**src/rtl/pcs_stat_pkg.sv**
```systemverilog
// Package: shared register addresses and bit positions for the PCS status
// block. Assumes a 16-bit register word and 5-bit register addresses.
package pcs_stat_pkg;
    localparam int REG_W       = 16;
    localparam int REG_ADDR_W  = 5;
    localparam int FAULT_ADDR  = 8;
    localparam int LSTAT_ADDR  = 24;

    // Fault summary register bit positions
    localparam int FS_PRES_LO  = 14;
    localparam int FS_TX_BIT   = 11;
    localparam int FS_RX_BIT   = 10;
    localparam logic [1:0] FS_PRES_CODE = 2'b10;
    localparam logic [2:0] FS_ABILITY   = 3'b010;

    // Lane status register bit positions
    localparam int LS_ALIGN_BIT = 12;
    localparam int LS_TPAT_BIT  = 11;
    localparam int LS_LB_BIT    = 10;

    typedef struct packed {
        logic tx;
        logic rx;
    } fault_pair_t;
endpackage

```
**src/rtl/pcs_fault_cond.sv**
```systemverilog
// Module: derives the raw transmit and receive fault conditions from the
// live line status. Purely combinational; assumes all inputs are already
// synchronous to clk.
module pcs_fault_cond #(
    parameter int NUM_LANES = 4
) (
    input  logic                 pll_locked,
    input  logic                 sig_lost,
    input  logic [NUM_LANES-1:0] lane_sync,
    input  logic                 lanes_aligned,
    output pcs_stat_pkg::fault_pair_t cond
);
    // Combine the fault sources into one condition per direction
    always_comb begin
        cond.tx = ~pll_locked;
        cond.rx = ~lanes_aligned | ~(&lane_sync) | sig_lost;
    end
endmodule

```
**src/rtl/pcs_sticky_bit.sv**
```systemverilog
// Module: one latched-high status flag. It is set by a condition and
// cleared by a clear pulse. A condition that coincides with the clear
// wins, so no event is lost. Assumes a synchronous active-low reset.
module pcs_sticky_bit (
    input  logic clk,
    input  logic rst_n,
    input  logic cond,
    input  logic clr,
    output logic held
);
    // Latch the condition high and drop it only on clear
    always_ff @(posedge clk) begin
        if (!rst_n)
            held <= 1'b0;
        else
            held <= cond | (held & ~clr);
    end

    p_cond_sets_r7: assert property (@(posedge clk) disable iff (!rst_n)
        cond |=> held);
    p_clear_drops_r5: assert property (@(posedge clk) disable iff (!rst_n)
        (clr && !cond) |=> !held);
    p_sticky_r3: assert property (@(posedge clk) disable iff (!rst_n)
        (held && !clr) |=> held);
endmodule

```
**src/rtl/pcs_stat_readmux.sv**
```systemverilog
// Module: builds the register images and registers the selected word when
// a read strobe arrives. rd_data holds between reads. Assumes that rd_addr
// is valid whenever rd_stb is high.
module pcs_stat_readmux #(
    parameter int NUM_LANES = 4,
    parameter int ADDR_W    = pcs_stat_pkg::REG_ADDR_W,
    parameter int DATA_W    = pcs_stat_pkg::REG_W
) (
    input  logic                 clk,
    input  logic                 rst_n,
    input  logic                 rd_stb,
    input  logic [ADDR_W-1:0]    rd_addr,
    input  pcs_stat_pkg::fault_pair_t flags,
    input  logic [NUM_LANES-1:0] lane_sync,
    input  logic                 lanes_aligned,
    input  logic                 lb_ability_en,
    output logic [DATA_W-1:0]    rd_data
);
    import pcs_stat_pkg::*;

    logic [DATA_W-1:0] fault_word;
    logic [DATA_W-1:0] lstat_word;
    logic [DATA_W-1:0] sel_word;

    // Assemble the fault summary image
    always_comb begin
        fault_word = '0;
        fault_word[FS_PRES_LO +: 2] = FS_PRES_CODE;
        fault_word[FS_TX_BIT]       = flags.tx;
        fault_word[FS_RX_BIT]       = flags.rx;
        fault_word[2:0]             = FS_ABILITY;
    end

    // Assemble the lane status image
    always_comb begin
        lstat_word = '0;
        lstat_word[LS_ALIGN_BIT]    = lanes_aligned;
        lstat_word[LS_TPAT_BIT]     = 1'b1;
        lstat_word[LS_LB_BIT]       = lb_ability_en;
        lstat_word[NUM_LANES-1:0]   = lane_sync;
    end

    // Select the addressed image; unmapped addresses read zero
    always_comb begin
        if (rd_addr == ADDR_W'(FAULT_ADDR))
            sel_word = fault_word;
        else if (rd_addr == ADDR_W'(LSTAT_ADDR))
            sel_word = lstat_word;
        else
            sel_word = '0;
    end

    // Capture the selected word on a read strobe
    always_ff @(posedge clk) begin
        if (!rst_n)
            rd_data <= '0;
        else if (rd_stb)
            rd_data <= sel_word;
    end

    p_hold_between_reads_r10: assert property (@(posedge clk) disable iff (!rst_n)
        !rd_stb |=> $stable(rd_data));
    p_present_code_r2: assert property (@(posedge clk) disable iff (!rst_n)
        (rd_stb && rd_addr == ADDR_W'(FAULT_ADDR)) |=> (rd_data[15:14] == 2'b10));
    p_tpat_ability_r8: assert property (@(posedge clk) disable iff (!rst_n)
        (rd_stb && rd_addr == ADDR_W'(LSTAT_ADDR)) |=> rd_data[11]);
    p_unmapped_zero_r9: assert property (@(posedge clk) disable iff (!rst_n)
        (rd_stb && rd_addr != ADDR_W'(FAULT_ADDR) && rd_addr != ADDR_W'(LSTAT_ADDR))
        |=> (rd_data == '0));
endmodule

```
**src/rtl/pcs_fault_status.sv**
```systemverilog
// Module: top of the PCS fault and status register block. It joins the
// fault condition logic, one sticky flag per direction and the read mux.
// A read of the fault register returns the flags and clears them; either
// alarm-clear strobe also clears them. Assumes single-cycle strobes.
module pcs_fault_status #(
    parameter int NUM_LANES = 4,
    parameter int ADDR_W    = pcs_stat_pkg::REG_ADDR_W,
    parameter int DATA_W    = pcs_stat_pkg::REG_W
) (
    input  logic                 clk,
    input  logic                 rst_n,
    input  logic                 pll_locked,
    input  logic                 sig_lost,
    input  logic [NUM_LANES-1:0] lane_sync,
    input  logic                 lanes_aligned,
    input  logic                 lb_ability_en,
    input  logic                 alarm_clr_a,
    input  logic                 alarm_clr_b,
    input  logic                 rd_stb,
    input  logic [ADDR_W-1:0]    rd_addr,
    output logic [DATA_W-1:0]    rd_data
);
    import pcs_stat_pkg::*;

    fault_pair_t cond;
    fault_pair_t flags;
    logic        clr_any;

    pcs_fault_cond #(.NUM_LANES(NUM_LANES)) cond_i (
        .pll_locked    (pll_locked),
        .sig_lost      (sig_lost),
        .lane_sync     (lane_sync),
        .lanes_aligned (lanes_aligned),
        .cond          (cond)
    );

    // Any clearing source: own-register read or either alarm read
    always_comb begin
        clr_any = (rd_stb && rd_addr == ADDR_W'(FAULT_ADDR)) | alarm_clr_a | alarm_clr_b;
    end

    pcs_sticky_bit tx_flag_i (
        .clk   (clk),
        .rst_n (rst_n),
        .cond  (cond.tx),
        .clr   (clr_any),
        .held  (flags.tx)
    );

    pcs_sticky_bit rx_flag_i (
        .clk   (clk),
        .rst_n (rst_n),
        .cond  (cond.rx),
        .clr   (clr_any),
        .held  (flags.rx)
    );

    pcs_stat_readmux #(
        .NUM_LANES (NUM_LANES),
        .ADDR_W    (ADDR_W),
        .DATA_W    (DATA_W)
    ) mux_i (
        .clk           (clk),
        .rst_n         (rst_n),
        .rd_stb        (rd_stb),
        .rd_addr       (rd_addr),
        .flags         (flags),
        .lane_sync     (lane_sync),
        .lanes_aligned (lanes_aligned),
        .lb_ability_en (lb_ability_en),
        .rd_data       (rd_data)
    );

    p_alarm_clear_r6: assert property (@(posedge clk) disable iff (!rst_n)
        ((alarm_clr_a || alarm_clr_b) && pll_locked) |=> !flags.tx);
    p_pll_loss_sets_r3: assert property (@(posedge clk) disable iff (!rst_n)
        !pll_locked |=> flags.tx);
    p_los_sets_r4: assert property (@(posedge clk) disable iff (!rst_n)
        sig_lost |=> flags.rx);
endmodule

```
**config.mk**
```make
export PLATFORM = sky130hd
export DESIGN_NAME = pcs_fault_status
export DESIGN_NICKNAME = d
export VERILOG_FILES = /design/src/rtl/pcs_stat_pkg.sv /design/src/rtl/pcs_fault_cond.sv /design/src/rtl/pcs_sticky_bit.sv /design/src/rtl/pcs_stat_readmux.sv /design/src/rtl/pcs_fault_status.sv
export SDC_FILE = /design/constraint.sdc
export NUM_CORES = 1
export LEC_CHECK = 0
export ABC_AREA = 1
export BUFFER_PORTS_ARGS = -buffer_cell sky130_fd_sc_hd__buf_4
export CORE_AREA = 2 2 39 41
export DETAILED_ROUTE_END_ITERATION = 12
export DIE_AREA = 0 0 41 43
export PLACE_DENSITY = 0.71
export REMOVE_ABC_BUFFERS = 1
export SLEW_MARGIN = 15
export SYNTH_ARGS = -nofsm -noshare
export SYNTH_HDL_FRONTEND = slang
export SYNTH_SLANG_ARGS = --single-unit
```
**constraint.sdc**
```tcl
create_clock -name clk -period 0.9 [get_ports clk]
set_input_delay 0 -clock clk [delete_from_list [all_inputs] [get_ports clk]]
set_output_delay 0 -clock clk [all_outputs]
set_load 0.05 [all_outputs]
```
Word level (Yosys, flattened, before mapping)

Cells that the tools add are included.

Bits in registers: 18
Input bits: 18
Output and inout bits: 16
Logic and storage cells: 21

Equal/unequal tests: 2
Multiplexer cells: 2
Bitwise gates (word level): 12
Reduce and logical (&&, ||, !) cells: 2

Operators by type and width:

| kind               | number |
|---|---|
| $mux 16            | 1 |
| $mux 13            | 1 |
| $or 1x1->1         | 6 |
| $eq 5x4->1 const B | 1 |
| $eq 5x5->1 const B | 1 |
| $not 1->1          | 4 |
| $reduce_and 4->1   | 1 |
| $and 1x1->1        | 2 |
| $logic_and 1x1->1  | 1 |

Logic depth before layout (Yosys ltp)

Depth in word-level cells: 7
Gate-level depth with buffers: 6
Mapped depth without buffers: 6

By module

From an unflattened synthesis, not the netlist that was laid out.

Cell total of the unflattened synthesis: 82
Area, all modules: 584.3 sq um

Modules (own cells, without submodules):

| module           | times used | cells an instance | area an instance (sq um) | seq. area each (sq um) |
|---|---|---|---|---|
| pcs_stat_readmux | 1          | 56                | 442.9                    | 160.2 |
| pcs_sticky_bit   | 2          | 6                 | 43.8                     | 20.0 |
| pcs_fault_status | 1          | 7                 | 27.5                     | 0.0 |
| pcs_fault_cond   | 1          | 7                 | 26.3                     | 0.0 |

Worst setup path after synthesis

Ideal clock, no wire load.

Kind: register to register
Start point: reg, netlist name mux_i.rd_data[0]
End point: reg mux_i.rd_data[0]
Library setup time: 0.070 ns
Arrival time: 0.831 ns
Required time: 0.830 ns
Slack: 0.000 ns
Stages on the path, launching flop included: 3
Buffers on the path: 0
Clock period less this slack: 0.900 ns
Cells stage by stage: dfxtp_1 > nand2_1 > a21oi_1

RTL lines:

| item                 | RTL line               | RTL |
|---|---|---|
| end signal, assigned | pcs_stat_readmux.sv:58 | `rd_data <= sel_word;` |
| end, declared        | pcs_stat_readmux.sv:17 | `output logic [DATA_W-1:0] rd_data` |

Worst setup path after layout

Start point: reg mux_i.rd_data[2]
End point: out rd_data[2]

RTL lines:

| item          | RTL line               | RTL |
|---|---|---|
| end, declared | pcs_fault_status.sv:21 | `output logic [DATA_W-1:0] rd_data` |

No word-level cell between the ends.

==> metrics.log <==
[metrics] Final Wtd Congestion: between 0.8 and 0.9
[metrics] Pre-antenna DRT Iters: 4
[metrics] final max-slew violation count: 0
[metrics] cell chain of the critical path: buf_4
[metrics] met2 WL: between 500 and 600 microns
[metrics] Final Total Pwr: between 0.001 and 0.0015 W
[metrics] result of the run: complete, but fails checks
[metrics] fraction of synthesized cell area taken by the top area cell type: 42.7%
[metrics] die span in x: between 40 and 50 microns
[metrics] Max clock buf depth: 2
[metrics] effective utilization at floorplan: approximately a third
[metrics] post-detail-place hpwl: between 800 and 900 microns
[metrics] setup TNS: 0 ns
[metrics] highest ir drop seen on vdd: between 0.7 and 0.8 mV
[metrics] ys flop type: dfxtp_1
[metrics] WHS: -0.00366 ns
[metrics] top routing layer in use: met4
[metrics] max-capacitance violation count: 0
[metrics] Post-synth EDFFs: 0
[metrics] total of fill cells in the finished design: 140
[metrics] Worst Setup Path Type: register to primary output
[metrics] violations in the final reports: negative hold slack
[metrics] total of endpoints with negative setup slack in the final report: 0
[metrics] critical path startpoint category: register
[metrics] library cell with the highest instance count after synthesis: nand2_1
[metrics] maximum frequency from static timing analysis: approximately 1.2 GHz
[metrics] Power Dens Cells: about 1500 nW/um^2
[metrics] top cells by instance count after synthesis: nand2_1, a21oi_1, dfxtp_1
[metrics] H-Tree Level Count: 1
[metrics] met1 wire length: 441 microns
[metrics] number of CTS-inserted buffers: 3
[metrics] CP max stage cell: dfxtp_1
[metrics] overall track demand over capacity in global routing: 13.9%
[metrics] Post-synth ARST share: 0%
[metrics] DIE AREA: ~1800 sq um
[metrics] maximum fanout encountered on the critical timing path: 2
[metrics] Crit path largest cell delay: roughly 0.36 ns
[metrics] number of DRC violations after detailed routing: 0
[metrics] TritonCTS clock tree: done
[metrics] period utilisation layout: between 90% and 100%
[metrics] required time reported for the critical path endpoint: about 0.9 ns
[metrics] overall via count from detail_route: ~500
[metrics] number of global-route vias before repair: about 420
[metrics] global-route wire length before repair: between 1500 and 2000 microns
[metrics] number of vias per cell: 4.66
[metrics] shortest clock period the worst path allows after layout: roughly 0.85 ns
[metrics] final clock skew: between 0.0009 and 0.001 ns
[metrics] path class of the lowest-slack min-delay path: input port to register
[metrics] count of unique library cells instantiated by Yosys: 15
[metrics] Rows: 14
[metrics] Root Buffer Master: clkbuf_4
[metrics] total I/O pin count: 34
[metrics] cell family contributing the most delay on the critical path: flip-flops
[metrics] worst-case register-to-register setup slack: around 0.21 ns
[metrics] final routed wire length divided by cell count: around 10 microns
[metrics] leakage power figure: between 0.3 and 0.4 nW
[metrics] antenna violations before repair: 0
[metrics] count of nets after finishing: 111
[metrics] count of routing violations after the opening detailed-route iteration: 19
[metrics] number of instances in the synthesized netlist: a little over 60
[metrics] Layout area overhead: 49.1%
[metrics] top cell type by total area after synthesis: dfxtp_1
[metrics] total area of multi-input combinational cells: 216 sq um
[metrics] layout cell share with drive strength beyond 1: 39.1%
[metrics] setup repair after global routing missed its margin: no
[metrics] warnings from Yosys: 0
[metrics] Antenna Violating Nets Remaining: 0
[metrics] I/O Buffers: 25
[metrics] share of synthesized area spent on multiplexers: 0%
[metrics] final global-route overflow total: 0
[metrics] number of antenna diodes: 0
[metrics] sequential fraction of the synthesis area: between 40% and 50%
[metrics] area fraction in compound gates after synthesis: ~13%
[metrics] final hold violation count: 1
[metrics] Area contributors post-synth: dfxtp_1, buf_4, a21oi_1, nand2_1, nand3_1
[metrics] summed instance area of the synthesized netlist: about 470 sq um
[metrics] flip-flop and latch count after synthesis: 10
[metrics] CP Data Arrival Time: approximately 0.85 ns
[metrics] Core Box Area: approximately 1400 sq um
[metrics] parity-gate share of the synthesized area counting xor and xnor cells: 0%
[metrics] footprint of the flip-flops and latches: roughly 200 sq um
[metrics] type of element capturing the critical path: primary output
[metrics] Clk Latency, worst-skew pair: roughly 0.27 ns
[metrics] count of clock tree sinks: 10
[metrics] DRT Wirelength: between 1000 and 1500 microns
[metrics] main combinational cell family by area after synthesis: simple AND/OR/NAND/NOR gates
[metrics] average instance area after synthesis: approximately 7.6 sq um
[metrics] die outline height: 43 microns
[metrics] clock transition at the registers of the reported paths: about 0.070 ns
[metrics] Simple-Gate Fraction of Synth Area: 26.9%
[metrics] adder and majority gate portion of the synthesized area: 0%
[metrics] pin count of the biggest net entering global routing: 11
[metrics] buffering stage count on the worst path with inverters included: 1
[metrics] sum of met3 wire segment lengths after detailed routing: ~98 microns
-- placed cells by master, fill, tap and decap left out --
cell type,n
a21oi_1,10
buf_4,25
clkbuf_4,3
clkbuf_8,1
conb_1,8
dfxtp_1,10
dlygate4sd3_1,2
inv_1,2
inv_2,3
nand2_1,12
nand2_2,1
nand3_1,6
nand4_1,2
nor2_1,1
nor2_2,2
nor2_4,1
nor3_1,1
o21ai_1,2
-- routing by layer --
metal,vias to the layer above,track usage [%]
met5,-,0
met4,0,14.0
met3,4,3.66
met2,27,20.6
met1,221,14.4
li1,251,-
-- final timing paths --
path                    start                end  cells past startpoint
max          mux_i.rd_data[2]         rd_data[2]                      1
min                  sig_lost     rx_flag_i.held                      3
max reg2reg    rx_flag_i.held  mux_i.rd_data[10]                      4
min reg2reg  mux_i.rd_data[0]   mux_i.rd_data[0]                      2
-- registers in the layout, summed over array words and instances, names as in the netlist --
| name | cells |
|---|---|
| tx_flag_i.held | 1 |
| mux_i.rd_data | 8 |
| rx_flag_i.held | 1 |
-- logic make-up after synthesis --
group | Yosys count
compound gates | 12
buf+inv | 13
flops | 10
other cells | 1
simple gates | 26
-- cell type report --
cell class,instances,area share [%]
inverter,5,2.68
multi-input combinational,46,30.9
sequential,10,28.6
tap,16,2.86
clock buffer,4,5.19
timing repair buffer,27,29.7
-- power breakdown --
group / internal (W) / total, W / switching (W)
Combinational: 0.0000682 / 0.000201 / 0.000133
Clock: 0.000246 / 0.000418 / 0.000172
Sequential: 0.000450 / 0.000454 / 0.00000413
Total: 0.000765 / 0.00107 / 0.000308
-- through the flow --
step / area [sq um] / instances / utilization [%] / worst slack [ns]
finish: 699 / 108 / 50.5 / 0.0529
global route: 699 / 108 / 50.5 / 0.0540
CTS: 699 / 108 / 50.5 / 0.0748
detailed placement: 643 / 102 / 46.5 / 0.124
global placement: 643 / 102 / 46.5 / 0.148
floorplan: 435 / 61 / - / -0.000350
-- timing repair --
item,CTS,global route
setup buffers,0,0
endpoints found under the setup margin,0,0
gates resized for setup,0,0
hold buffers,2,0
endpoints found under the hold margin,2,0
(Power assumes the default switching activity.)
